<file path="src/rtl/i2s_lj_rx_pkg.sv">
package i2s_lj_rx_pkg;

    // Framing machine states
    typedef enum logic [1:0] {
        RX_HUNT  = 2'd0,
        RX_LEFT  = 2'd1,
        RX_RIGHT = 2'd2
    } rx_state_t;

    // Word length codes on the word_len pins
    typedef enum logic [1:0] {
        WL_16 = 2'd0,
        WL_20 = 2'd1,
        WL_24 = 2'd2,
        WL_32 = 2'd3
    } wlen_t;

    // Number of data bits kept for a word length code
    function automatic logic [5:0] wlen_bits(input logic [1:0] code);
        logic [5:0] n;
        unique case (wlen_t'(code))
            WL_16:   n = 6'd16;
            WL_20:   n = 6'd20;
            WL_24:   n = 6'd24;
            WL_32:   n = 6'd32;
            default: n = 6'd32;
        endcase
        return n;
    endfunction

endpackage

</file>
<file path="src/rtl/i2s_lj_rx_framer.sv">
// Keeps a short history of the word clock and reports where a new word
// starts and which channel it belongs to, for both framing formats.
module i2s_lj_rx_framer (
    input  logic clk,
    input  logic rst_n,
    input  logic word_sel,
    input  logic fmt_lj,
    output logic word_start,
    output logic start_left
);

    localparam int WARM_EDGES = 2;
    localparam int WARM_W     = $clog2(WARM_EDGES + 1);

    logic              ws_q;
    logic              ws_qq;
    logic [WARM_W-1:0] warm_q;
    logic              ready;
    logic              lj_edge;
    logic              i2s_edge;

    always_ff @(posedge clk or negedge rst_n) begin
        if (!rst_n) begin
            ws_q   <= 1'b0;
            ws_qq  <= 1'b0;
            warm_q <= '0;
        end else begin
            ws_q  <= word_sel;
            ws_qq <= ws_q;
            if (warm_q != WARM_W'(WARM_EDGES)) begin
                warm_q <= warm_q + 1'b1;
            end
        end
    end

    // History is only trusted once it holds real samples of the word clock
    assign ready    = (warm_q == WARM_W'(WARM_EDGES));
    // Left-justified: MSB sits on the edge where the new level is first seen
    assign lj_edge  = word_sel ^ ws_q;
    // I2S: MSB sits one edge later
    assign i2s_edge = ws_q ^ ws_qq;

    always_comb begin
        if (fmt_lj) begin
            word_start = ready && lj_edge;
            start_left = word_sel;
        end else begin
            word_start = ready && i2s_edge;
            start_left = ~ws_q;
        end
    end

endmodule

</file>
<file path="src/rtl/i2s_lj_rx_shifter.sv">
// Collects serial bits of the current word into an MSB-aligned register,
// keeping only as many bits as the word length asks for.
module i2s_lj_rx_shifter #(
    parameter int SAMPLE_W = 32
) (
    input  logic                clk,
    input  logic                rst_n,
    input  logic                ser_data,
    input  logic                word_start,
    input  logic [1:0]          word_len,
    output logic [SAMPLE_W-1:0] acc_word
);

    import i2s_lj_rx_pkg::*;

    localparam int IDX_W = $clog2(SAMPLE_W) + 1;

    logic [SAMPLE_W-1:0] acc_q;
    logic [SAMPLE_W-1:0] acc_d;
    logic [IDX_W-1:0]    idx_q;
    logic [IDX_W-1:0]    idx_d;
    logic [IDX_W-1:0]    keep;

    assign keep = IDX_W'(wlen_bits(word_len));

    always_comb begin
        acc_d = acc_q;
        idx_d = idx_q;
        if (word_start) begin
            acc_d               = '0;
            acc_d[SAMPLE_W-1]   = ser_data;
            idx_d               = IDX_W'(1);
        end else if (idx_q < IDX_W'(SAMPLE_W)) begin
            idx_d = idx_q + 1'b1;
            if (idx_q < keep) begin
                acc_d[SAMPLE_W-1-int'(idx_q)] = ser_data;
            end
        end
    end

    always_ff @(posedge clk or negedge rst_n) begin
        if (!rst_n) begin
            acc_q <= '0;
            idx_q <= '0;
        end else begin
            acc_q <= acc_d;
            idx_q <= idx_d;
        end
    end

    assign acc_word = acc_q;

endmodule

</file>
<file path="src/rtl/i2s_lj_rx_fsm.sv">
// Framing machine: pairs a left word with the following right word and
// publishes the pair with a strobe.
module i2s_lj_rx_fsm #(
    parameter int SAMPLE_W = 32
) (
    input  logic                clk,
    input  logic                rst_n,
    input  logic                word_start,
    input  logic                start_left,
    input  logic [SAMPLE_W-1:0] acc_word,
    output logic [SAMPLE_W-1:0] left_sample,
    output logic [SAMPLE_W-1:0] right_sample,
    output logic                frame_valid
);

    import i2s_lj_rx_pkg::*;

    rx_state_t           state_q;
    rx_state_t           state_d;
    logic                take_left;
    logic                take_frame;
    logic [SAMPLE_W-1:0] hold_q;
    logic [SAMPLE_W-1:0] left_q;
    logic [SAMPLE_W-1:0] right_q;
    logic                valid_q;

    // Next state and transition actions
    always_comb begin
        state_d    = state_q;
        take_left  = 1'b0;
        take_frame = 1'b0;
        unique case (state_q)
            RX_HUNT: begin
                if (word_start && start_left) begin
                    state_d = RX_LEFT;            // lock
                end
            end
            RX_LEFT: begin
                if (word_start) begin
                    if (start_left) begin
                        state_d = RX_LEFT;        // resync
                    end else begin
                        state_d   = RX_RIGHT;     // half
                        take_left = 1'b1;
                    end
                end
            end
            RX_RIGHT: begin
                if (word_start) begin
                    if (start_left) begin
                        state_d    = RX_LEFT;     // publish
                        take_frame = 1'b1;
                    end else begin
                        state_d = RX_HUNT;        // lost
                    end
                end
            end
            default: state_d = RX_HUNT;
        endcase
    end

    // State register
    always_ff @(posedge clk or negedge rst_n) begin
        if (!rst_n) begin
            state_q <= RX_HUNT;
        end else begin
            state_q <= state_d;
        end
    end

    // Output registers
    always_ff @(posedge clk or negedge rst_n) begin
        if (!rst_n) begin
            hold_q  <= '0;
            left_q  <= '0;
            right_q <= '0;
            valid_q <= 1'b0;
        end else begin
            if (take_left) begin
                hold_q <= acc_word;
            end
            if (take_frame) begin
                left_q  <= hold_q;
                right_q <= acc_word;
            end
            valid_q <= take_frame;
        end
    end

    assign left_sample  = left_q;
    assign right_sample = right_q;
    assign frame_valid  = valid_q;

endmodule

</file>
<file path="src/rtl/i2s_lj_rx_silence.sv">
// Counts consecutive all-zero stereo frames and requests a mute after a
// long silent run.
module i2s_lj_rx_silence #(
    parameter int SAMPLE_W    = 32,
    parameter int ZERO_FRAMES = 1024
) (
    input  logic                clk,
    input  logic                rst_n,
    input  logic                frame_valid,
    input  logic [SAMPLE_W-1:0] left_sample,
    input  logic [SAMPLE_W-1:0] right_sample,
    output logic                mute_req
);

    localparam int CNT_W = $clog2(ZERO_FRAMES + 1);

    logic [CNT_W-1:0] cnt_q;
    logic             mute_q;
    logic             silent;

    assign silent = ~(|left_sample) & ~(|right_sample);

    always_ff @(posedge clk or negedge rst_n) begin
        if (!rst_n) begin
            cnt_q  <= '0;
            mute_q <= 1'b0;
        end else if (frame_valid) begin
            if (silent) begin
                if (cnt_q != CNT_W'(ZERO_FRAMES)) begin
                    cnt_q <= cnt_q + 1'b1;
                end
                mute_q <= (cnt_q >= CNT_W'(ZERO_FRAMES - 1));
            end else begin
                cnt_q  <= '0;
                mute_q <= 1'b0;
            end
        end
    end

    assign mute_req = mute_q;

endmodule

</file>
<file path="src/rtl/i2s_lj_rx.sv">
// Serial stereo audio receiver, bit-clock domain.
module i2s_lj_rx #(
    parameter int SAMPLE_W    = 32,
    parameter int ZERO_FRAMES = 1024
) (
    input  logic                bclk,
    input  logic                rst_n,
    input  logic                word_sel,
    input  logic                ser_data,
    input  logic                fmt_lj,
    input  logic [1:0]          word_len,
    output logic [SAMPLE_W-1:0] left_sample,
    output logic [SAMPLE_W-1:0] right_sample,
    output logic                frame_valid,
    output logic                mute_req
);

    logic                word_start;
    logic                start_left;
    logic [SAMPLE_W-1:0] acc_word;

    i2s_lj_rx_framer u_framer (
        .clk        (bclk),
        .rst_n      (rst_n),
        .word_sel   (word_sel),
        .fmt_lj     (fmt_lj),
        .word_start (word_start),
        .start_left (start_left)
    );

    i2s_lj_rx_shifter #(
        .SAMPLE_W (SAMPLE_W)
    ) u_shifter (
        .clk        (bclk),
        .rst_n      (rst_n),
        .ser_data   (ser_data),
        .word_start (word_start),
        .word_len   (word_len),
        .acc_word   (acc_word)
    );

    i2s_lj_rx_fsm #(
        .SAMPLE_W (SAMPLE_W)
    ) u_fsm (
        .clk          (bclk),
        .rst_n        (rst_n),
        .word_start   (word_start),
        .start_left   (start_left),
        .acc_word     (acc_word),
        .left_sample  (left_sample),
        .right_sample (right_sample),
        .frame_valid  (frame_valid)
    );

    i2s_lj_rx_silence #(
        .SAMPLE_W    (SAMPLE_W),
        .ZERO_FRAMES (ZERO_FRAMES)
    ) u_silence (
        .clk          (bclk),
        .rst_n        (rst_n),
        .frame_valid  (frame_valid),
        .left_sample  (left_sample),
        .right_sample (right_sample),
        .mute_req     (mute_req)
    );

endmodule

</file>
<file path="config.mk">
export PLATFORM = sky130hd
export DESIGN_NAME = i2s_lj_rx
export DESIGN_NICKNAME = d
export VERILOG_FILES = /design/src/rtl/i2s_lj_rx_pkg.sv /design/src/rtl/i2s_lj_rx_framer.sv /design/src/rtl/i2s_lj_rx_shifter.sv /design/src/rtl/i2s_lj_rx_fsm.sv /design/src/rtl/i2s_lj_rx_silence.sv /design/src/rtl/i2s_lj_rx.sv
export SDC_FILE = /design/constraint.sdc
export NUM_CORES = 1
export LEC_CHECK = 0
export BUFFER_PORTS_ARGS = -buffer_cell sky130_fd_sc_hd__buf_2
export CELL_PAD_IN_SITES_DETAIL_PLACEMENT = 1
export CELL_PAD_IN_SITES_GLOBAL_PLACEMENT = 2
export CORE_ASPECT_RATIO = 0.8
export CORE_MARGIN = 1
export CORE_UTILIZATION = 40
export DETAILED_ROUTE_END_ITERATION = 12
export PLACE_DENSITY = 0.91
export SLEW_MARGIN = 30
export SYNTH_ARGS = -nofsm -noshare
export SYNTH_HDL_FRONTEND = slang
export SYNTH_SLANG_ARGS = --single-unit
</file>
<file path="constraint.sdc">
create_clock -name bclk -period 2.6 [get_ports bclk]
set_input_delay 0.13 -clock bclk [delete_from_list [all_inputs] [get_ports bclk]]
set_output_delay 0.13 -clock bclk [all_outputs]
set_load 0.1 [all_outputs]
</file>
---- Yosys cells after proc, flatten, opt, wreduce, memory -nomap -nowiden ----
Cells that the tools add are included.
cells by class
  bitwise logic cells ..................... 6
  equality and inequality tests ........... 12
  add/subtract/negate cells ............... 4
  order comparisons ....................... 5
  multiplexer cells ....................... 26
  reduce and logical (&&, ||, !) cells .... 13
operators with widths
  kind                     number
  $mux W32                 3
  $reduce_or A32 Y1        2
  $bwmux W32               1
  $ge A32 B1 Y1 const B    1
  $lt A32 B7 Y1 const B    1
  $pmux W6 S4              1
  $mux W11                 2
  $mux W6                  2
  $add A11 B1 Y11 const B  1
  $ge A11 B10 Y1 const B   1
  $mux W1                  11
  $ne A11 B11 Y1 const B   1
  $eq A2 B2 Y1 const B     4
  $mux W2                  4
  $sub A5 B6 Y7 const A    1
  $add A6 B1 Y6 const B    1
  $lt A6 B6 Y1             1
  $lt A6 B6 Y1 const B     1
  $ne A2 B1 Y1 const B     3
  $pmux W2 S3              1
  $demux W1 S5             1
  $eq A2 B1 Y1 const B     2
  $logic_and A1 B1 Y1      4
  $logic_not A2 Y1         2
  other kinds (8)          14
word-level totals
  word-level logic and storage cells ...... 78
  output and inout port bits .............. 66
  register bits after elaboration ......... 153
  input port bits ......................... 7

---- Logic depth before layout (Yosys ltp) ----
Gate-level depths: netlist (run 1).
  depth after elaboration ................. 9
  depth in mapped cells ................... 8
  gate-level depth less buffers ........... 7

---- By module ----
A second synthesis (run 1) with hierarchy kept.
unflattened totals
  cells, all modules ...................... 522
  area total of the unflattened synthesis .. 6765.2 µm²
by module, submodules not included
  module             times used  cells each  area each (µm²)  sequential area each (µm²)
  i2s_lj_rx_fsm      1           213         3716.1           2477.4
  i2s_lj_rx_shifter  1           198         2042.0           950.9
  i2s_lj_rx_silence  1           96          829.5            300.3
  i2s_lj_rx_framer   1           15          177.7            100.1

---- Worst setup path after synthesis (run 1) ----
OpenSTA, ideal clock, no wires.
  kind .................................... register to register
  start point ............................. register u_fsm.left_q[7], in the netlist u_fsm.left_sample[7]
  end point ............................... register u_silence.cnt_q[0]
  clock period less this slack ............ 2.356 ns
  stages on the path, launching flop included .. 7
  path slack .............................. 0.244 ns
  library setup time ...................... 0.065 ns
  data required time ...................... 2.535 ns
  buffers on the path ..................... 1
  arrival ................................. 2.291 ns
  cell sequence ........................... dfrtp_1 -> nor4_1 -> nand4_1 -> or4_1 -> clkbuf_1 -> nor2_1 -> mux2_2
on the way
  cells in the longest elaborated chain, start to end .. 5
  elaborated cells on any way between the ends .. 6
  classes of those cells .................. eq/ne (1); mux (1); bitwise (2); reduce/logical (2)
RTL lines
  element                             RTL line                 RTL
  from (decl)                         i2s_lj_rx_fsm.sv:23      logic [SAMPLE_W-1:0] left_q;
  from (signal assigned)              i2s_lj_rx_fsm.sv:83      left_q <= hold_q;
  $reduce_or A32 Y1 *                 i2s_lj_rx_silence.sv:21  assign silent = ~(|left_sample) & ~(|right_sample);
  $not A1 Y1 *                        i2s_lj_rx_silence.sv:21
  $and A1 B1 Y1 *                     i2s_lj_rx_silence.sv:21
  $ne A2 B2 Y1 (no source line)       -
  $reduce_and A2 Y1 (no source line)  -
  to (signal assigned)                i2s_lj_rx_silence.sv:30  cnt_q <= cnt_q + 1'b1;
  to (decl)                           i2s_lj_rx_silence.sv:17  logic [CNT_W-1:0] cnt_q;
Every way passes the cells marked *; elsewhere a longest branch is shown, timed or not.
A chain may end at the register's enable or synchronous reset.

---- Final worst setup path (run 1) ----
  start point ............................. register u_fsm.right_q[14], in the netlist u_fsm.right_sample[14]
  end point ............................... register u_silence.cnt_q[0]
on the way
  cells in the longest elaborated chain, start to end .. 5
  elaborated cells on any way between the ends .. 6
  classes of those cells .................. eq/ne (1); mux (1); bitwise (2); reduce/logical (2)
RTL lines
  element                             RTL line                 RTL
  from (decl)                         i2s_lj_rx_fsm.sv:24      logic [SAMPLE_W-1:0] right_q;
  from (signal assigned)              i2s_lj_rx_fsm.sv:84      right_q <= acc_word;
  $reduce_or A32 Y1 *                 i2s_lj_rx_silence.sv:21
  $not A1 Y1 *                        i2s_lj_rx_silence.sv:21
  $and A1 B1 Y1 *                     i2s_lj_rx_silence.sv:21
  $ne A2 B2 Y1 (no source line)       -
  $reduce_and A2 Y1 (no source line)  -
Marks and branches as above.

==> reports/results.tsv, run 1 <==
stage	metric	value	unit
cells_and_area	drive_gt1_frac	0.350	
synthesis	synth_async_sr_flop_share	1.00	
synthesis	ys_seq_area_frac	0.579	
cells_and_area	antenna_cells	0	
cells_and_area	final_cell_mix	dfrtp_1, mux2_2, buf_2	
hold_path	hold_path.class	input port to async pin	
floorplanning	core-area	16000	um2
floorplanning	die_height	117	um
worst_setup_path	endpoint	u_silence.cnt_q[0]	
flow_run	maxCapViolCount	0	
worst_setup_path	path_buf_inv	0	
global_route	grt_usage	0.210	
synthesis	synth-simple-area-share	0.102	
worst_setup_path	r2r-start	u_fsm.right_sample[14]	
sta	tns	0	ns
synthesis	ys_seq_elements	153	
routing	drt-vias-per-instance	5.53	
floorplanning	start_util	0.415	
placed_design	hpwl	11200	um
sta	timing.final.crit_share	0.928	
sta	finalClockSkew	0.0122	ns
global_route	globalRouteOverflowTotal	0	
clock_tree	worstSkewPairLatency	0.43	ns
routing	finalWirelength	16700	um
clock_tree	cts_made_buffers	17	
floorplanning	io_pins	73	
worst_setup_path	worst_r2r_endpoint	u_silence.cnt_q[0]	
sta	max_freq	414	MHz
clock_tree	htree_levels	4	
sta	relSlewSlack	0.406	
power	peakVddDrop	0.432	mV
routing	num_vias	4571	
synthesis	synthAdderAreaFrac	0.0189	
sta	setup_viol	0	
routing	dr.first_iter.drc_count	209	
synthesis	syn_nets	537	
floorplanning	dieArea	17100	um2
worst_setup_path	worst-path-stages	5	
synthesis	ys.flop_type	dfrtp_1	
global_route	antenna_found_initial	0	
sta	drv_slew	0	
clock_tree	postCtsSetupBuffers	0	
global_route	grt_max_degree	73	
sta	worstMarginPinSlew	0.891	ns
worst_setup_path	cp_data_required_time	2.97	ns
cells_and_area	area_delta_synth_final	18.3	%
synthesis	ys_warn_count	0	
synthesis	syn-cell-area	6620	um2
clock_tree	clock_sinks	153	
clock_tree	tritoncts	built	
worst_setup_path	reg2reg_depth	5	
power	p_leak	3.89	nW
worst_setup_path	crit_fanout	13	
cells_and_area	nets	615	
synthesis	synth_edf_count	0	
routing	routedWlPerCell	20.2	um
worst_setup_path	worstSetupPathType	flop to flop	
status	status	finished clean	
worst_setup_path	r2r_setup_slack	0.19	ns
clock_tree	ctsLongestPathBuffers	2	
clock_tree	clk_pin_slew	0.06	ns
sta	finalHoldWorstSlack	0.303	ns
synthesis	synth_xor_area_frac	0.00794	
synthesis	syn_area_per_cell	12.7	um2
power	power_density	808	nW/um2
synthesis	synth_compound_area_frac	0.0860	
cells_and_area	final_common_cell	dfrtp_1	
synthesis	syn_inst	520	
routing	drc	0	
cells_and_area	nFillCells	1685	
floorplanning	rows	41	
synthesis	synth.mux.area_fraction	0.173	
global_route	grt_pass1_vias	4910	
routing	antenna_left	0	
sta	finalCriticalPeriod	2.41	ns
synthesis	synth_cell_types	44	
worst_setup_path	endpoint_kind	flop	
routing	dr.pass1.iters	4	
worst_setup_path	critPathMaxStageDelay	0.74	ns
clock_tree	root_buffer	clkbuf_16	
sta	rsz0062_at_grt	false	
placed_design	gp_congestion	0.807	
worst_setup_path	critPathTopFamily	simple AND/OR/NAND/NOR gates	
global_route	grt_pass1_wl	27200	um
worst_setup_path	cp.arrival	2.78	ns
sta	finalHoldViolCount	0	
synthesis	synth_top_family_by_area	multiplexers	
worst_setup_path	crit_slowest_cell	or4_1	
floorplanning	fp.dieW	146	um
worst_setup_path	cp-start-kind	flop	
worst_setup_path	crit_chain	nor4_1 -> nand4_1 -> or4_1 -> o21ai_0 -> mux2_2	
placed_design	io_buffers	72	
worst_setup_path	startpoint	u_fsm.right_sample[14]	
cells in the mapped netlist (6+ instances only):
library cell / number / area [um2]
nor4_1: 19 / 119
nand2_1: 11 / 41.3
ha_1: 10 / 125
a21oi_1: 32 / 160
nor2_1: 17 / 63.8
nor3_1: 7 / 35.0
a22o_1: 9 / 78.8
dfrtp_1: 153 / 3830
nand3_1: 6 / 30.0
o21ai_0: 40 / 200
or3_1: 30 / 188
clkbuf_1: 8 / 30.0
mux2_2: 90 / 1010
mux2_1: 8 / 90.1
buf_2: 10 / 50.1
nand4_1: 6 / 37.5
inv_1: 10 / 37.5
flip-flops by register name, summed over array words and instances (netlist names):
name,flops
u_fsm.hold_q,32
u_fsm.left_sample,32
u_fsm.right_sample,32
u_shifter.acc_word,32
u_silence.cnt_q,11
u_shifter.idx_q,6
u_framer.warm_q,2
u_fsm.state_q,2
u_framer.ws_q,1
u_framer.ws_qq,1
u_fsm.frame_valid,1
u_silence.mute_req,1
final cells by class:
cell class | count | area (um2) | area share
inverter | 10 | 37.5 | 0.00479
clock buffer | 21 | 460 | 0.0588
multi-input combinational | 330 | 2590 | 0.330
tap | 215 | 269 | 0.0344
clock inverter | 11 | 143 | 0.0182
timing repair buffer | 86 | 504 | 0.0644
sequential | 153 | 3830 | 0.489
per-stage QoR:
stage               power [mW]   util  setup WS [ns]  instances  instance area (um2)
global route              6.56  0.491         0.0132        826                 7830
finish                    6.33  0.491          0.186        826                 7830
floorplan                 3.50      -          0.244        520                 6620
detailed placement        3.83  0.450          0.144        791                 7180
CTS                       6.38  0.490          0.100        826                 7820
global placement          3.77  0.450          0.228        791                 7180
layer usage:
metal  routed length (um)  GRT usage  up-vias
met5                    0          0        -
met4                  234     0.0807        0
met2                 8510      0.359      101
met1                 7210      0.260     2398
li1                     -          -     2052
met3                  755     0.0504       20
worst min path at each step:
stage	to	startpoint	depth (start not counted)
6_report	u_fsm.left_sample[3]	rst_n	2
5_1_grt	u_fsm.left_sample[3]	rst_n	2
4_1_cts	u_fsm.left_sample[1]	rst_n	2
3_5_place_dp	u_fsm.hold_q[1]	rst_n	1
3_3_place_gp	u_fsm.left_sample[5]	rst_n	1
2_1_floorplan	u_framer.warm_q[0]	rst_n	0
kinds of logic after synthesis:
logic type	Yosys count
AO/OA/AOI/OAI	95
XOR/XNOR	6
adder cells (fa/ha/maj)	10
buffers and inverters	37
flip-flops	153
multiplexers	102
AND/OR/NAND/NOR	117
where the power goes:
part	switching, mW	leakage, nW	internal [mW]
Clock	0.973	0.294	1.56
Combinational	0.849	1.50	0.318
Sequential	0.120	2.10	2.51
what timing repair did:
action	in CTS	in global routing
resized for setup	0	2
setup endpoints to repair	0	9
hold endpoints to repair	72	0
hold buffers	3	0
(Power assumes the default switching activity.)
==> run 2, diff against run 1 <==
==> constraint.sdc (replaced) <==
create_clock -name bclk -period 2.6 [get_ports bclk]
set_input_delay 0.52 -clock bclk [delete_from_list [all_inputs] [get_ports bclk]]
set_output_delay 0.52 -clock bclk [all_outputs]
set_load 0.1 [all_outputs]
==> reports/results.tsv, run 2 (synthesized netlist as in run 1, its figures left out) <==
stage	metric	value	unit
placed_design	place_ws	0.0292	ns
worst_setup_path	endpoint_kind	flop	
routing	drt-met1-wl	7570	um
cells_and_area	final_cell_mix	dfrtp_1, mux2_2, buf_2	
cells_and_area	final_common_cell	dfrtp_1	
sta	rsz0062_at_grt	false	
global_route	antenna_found_initial	0	
routing	dr_wl_met2	7990	um
routing	finalWirelength	16300	um
worst_setup_path	crit_fanout	13	
clock_tree	ctsLongestPathBuffers	2	
placed_design	gp_congestion	0.806	
clock_tree	cts_hold_buf	0	
routing	top_layer_used	met4	
power	p_total	5.98	mW
floorplanning	die_height	117	um
worst_setup_path	cp-start-kind	flop	
sta	drv_slew	0	
sta	finalHoldWorstSlack	0.0855	ns
routing	drt-vias-per-instance	5.48	
clock_tree	clk_pin_slew	0.06	ns
worst_setup_path	cp_data_required_time	2.96	ns
routing	dr.pass1.iters	4	
clock_tree	clock_sinks	153	
worst_setup_path	reg2reg_depth	6	
sta	fin_ws	0.196	ns
sta	max_freq	416	MHz
clock_tree	htree_levels	4	
global_route	grt_pass1_wl	26600	um
worst_setup_path	worst_r2r_endpoint	u_silence.cnt_q[5]	
global_route	globalRouteOverflowTotal	0	
floorplanning	core-area	16000	um2
cells_and_area	seq_area	3830	um2
power	power_density	771	nW/um2
cells_and_area	final_cells	823	
sta	finalHoldViolCount	0	
sta	finalClockSkew	0.00984	ns
global_route	grt_max_degree	66	
hold_path	hold_path.class	input port to async pin	
worst_setup_path	cp.arrival	2.76	ns
placed_design	io_buffers	72	
routing	drc	0	
cells_and_area	multiInputGateArea	2580	um2
global_route	grt_pass1_vias	4728	
worst_setup_path	worstSetupPathType	flop to flop	
power	peakVddDrop	0.379	mV
sta	worstMarginPinSlew	0.734	ns
clock_tree	root_buffer	clkbuf_16	
routing	dr_wl_met3	472	um
cells_and_area	drive_gt1_frac	0.352	
floorplanning	dieArea	17100	um2
floorplanning	rows	41	
worst_setup_path	r2r_setup_slack	0.20	ns
floorplanning	fp.dieW	146	um
floorplanning	start_util	0.415	
cells_and_area	nFillCells	1682	
clock_tree	worstSkewPairLatency	0.42	ns
cells_and_area	antenna_cells	0	
floorplanning	io_pins	73	
routing	routedWlPerCell	19.8	um
global_route	grt_usage	0.205	
flow_run	maxCapViolCount	0	
sta	relSlewSlack	0.510	
sta	finalCriticalPeriod	2.40	ns
cells_and_area	area_delta_synth_final	17.3	%
placed_design	placed_cells	794	
clock_tree	cts_made_buffers	17	
routing	dr.first_iter.drc_count	219	
placed_design	hpwl	11000	um
status	status	finished clean	
worst_setup_path	r2r-start	u_fsm.left_sample[18]	
sta	timing.final.crit_share	0.924	
routing	num_vias	4511	
sta	tns	0	ns
cells_and_area	nets	615	
sta	setup_viol	0	
routing	antenna_left	0	
clock_tree	tritoncts	built	
power	p_leak	3.86	nW
## run 2: changes by cell type in the layout (fill, tap and decap cells not counted), sizes merged
| cell | change |
|---|---|
| buf | +3 |
| bufinv | -3 |
| clkinvlp | +2 |
| dlygate4sd3 | -3 |
| inv | -2 |
## run 2: worst max-delay path, stage by stage (launching register included)
cell     delay (ns)
dfrtp_1        0.41
nor4_1         0.50
nand4_1        0.16
or4_1          0.75
nor2_1         0.20
buf_4          0.18
a22o_1         0.13
## run 2: how the worst max path moves through the flow
stage                        endpoint                   from  slack [ns]  cells past startpoint
2_1_floorplan      u_silence.cnt_q[0]   u_fsm.left_sample[7]        0.24                      6
3_3_place_gp       u_silence.cnt_q[8]  u_fsm.left_sample[28]        0.17                      7
3_5_place_dp   u_shifter.acc_word[30]            word_len[0]        0.03                      7
4_1_cts            u_silence.cnt_q[5]  u_fsm.left_sample[28]        0.09                      7
5_1_grt            u_silence.cnt_q[3]  u_fsm.left_sample[18]        0.09                      6
6_report           u_silence.cnt_q[5]  u_fsm.left_sample[18]        0.20                      6
## run 2: repair_timing
action                                  CTS  global route
resized for setup                         0             1
endpoints found under the setup margin    0             7
setup buffers                             0             0
## run 2: final cells by class
cell class,instances,area share
clock inverters,8,0.00645
well taps,215,0.0347
multi-input cells,330,0.333
repair buffers,86,0.0672
clock buffers,21,0.0606
inverters,10,0.00484
flip-flops and latches,153,0.493
## run 2: metal layers
metal | up-vias | GRT usage
li1 | 2054 | -
met1 | 2369 | 0.272
met2 | 71 | 0.338
met3 | 17 | 0.0473
met4 | 0 | 0.0618
met5 | - | 0
## run 2: report_power, final
part | leakage (nW) | switching, mW | internal, mW
clock network | 0.248 | 0.933 | 1.27
logic | 1.51 | 0.829 | 0.321
registers | 2.10 | 0.121 | 2.51
total | 3.86 | 1.88 | 4.10
## run 2: per-stage QoR
step,area (um2),utilization
after floorplan,6620,-
after global placement,7230,0.453
after detailed placement,7230,0.453
after CTS,7750,0.486
after global routing,7760,0.486
final,7760,0.486
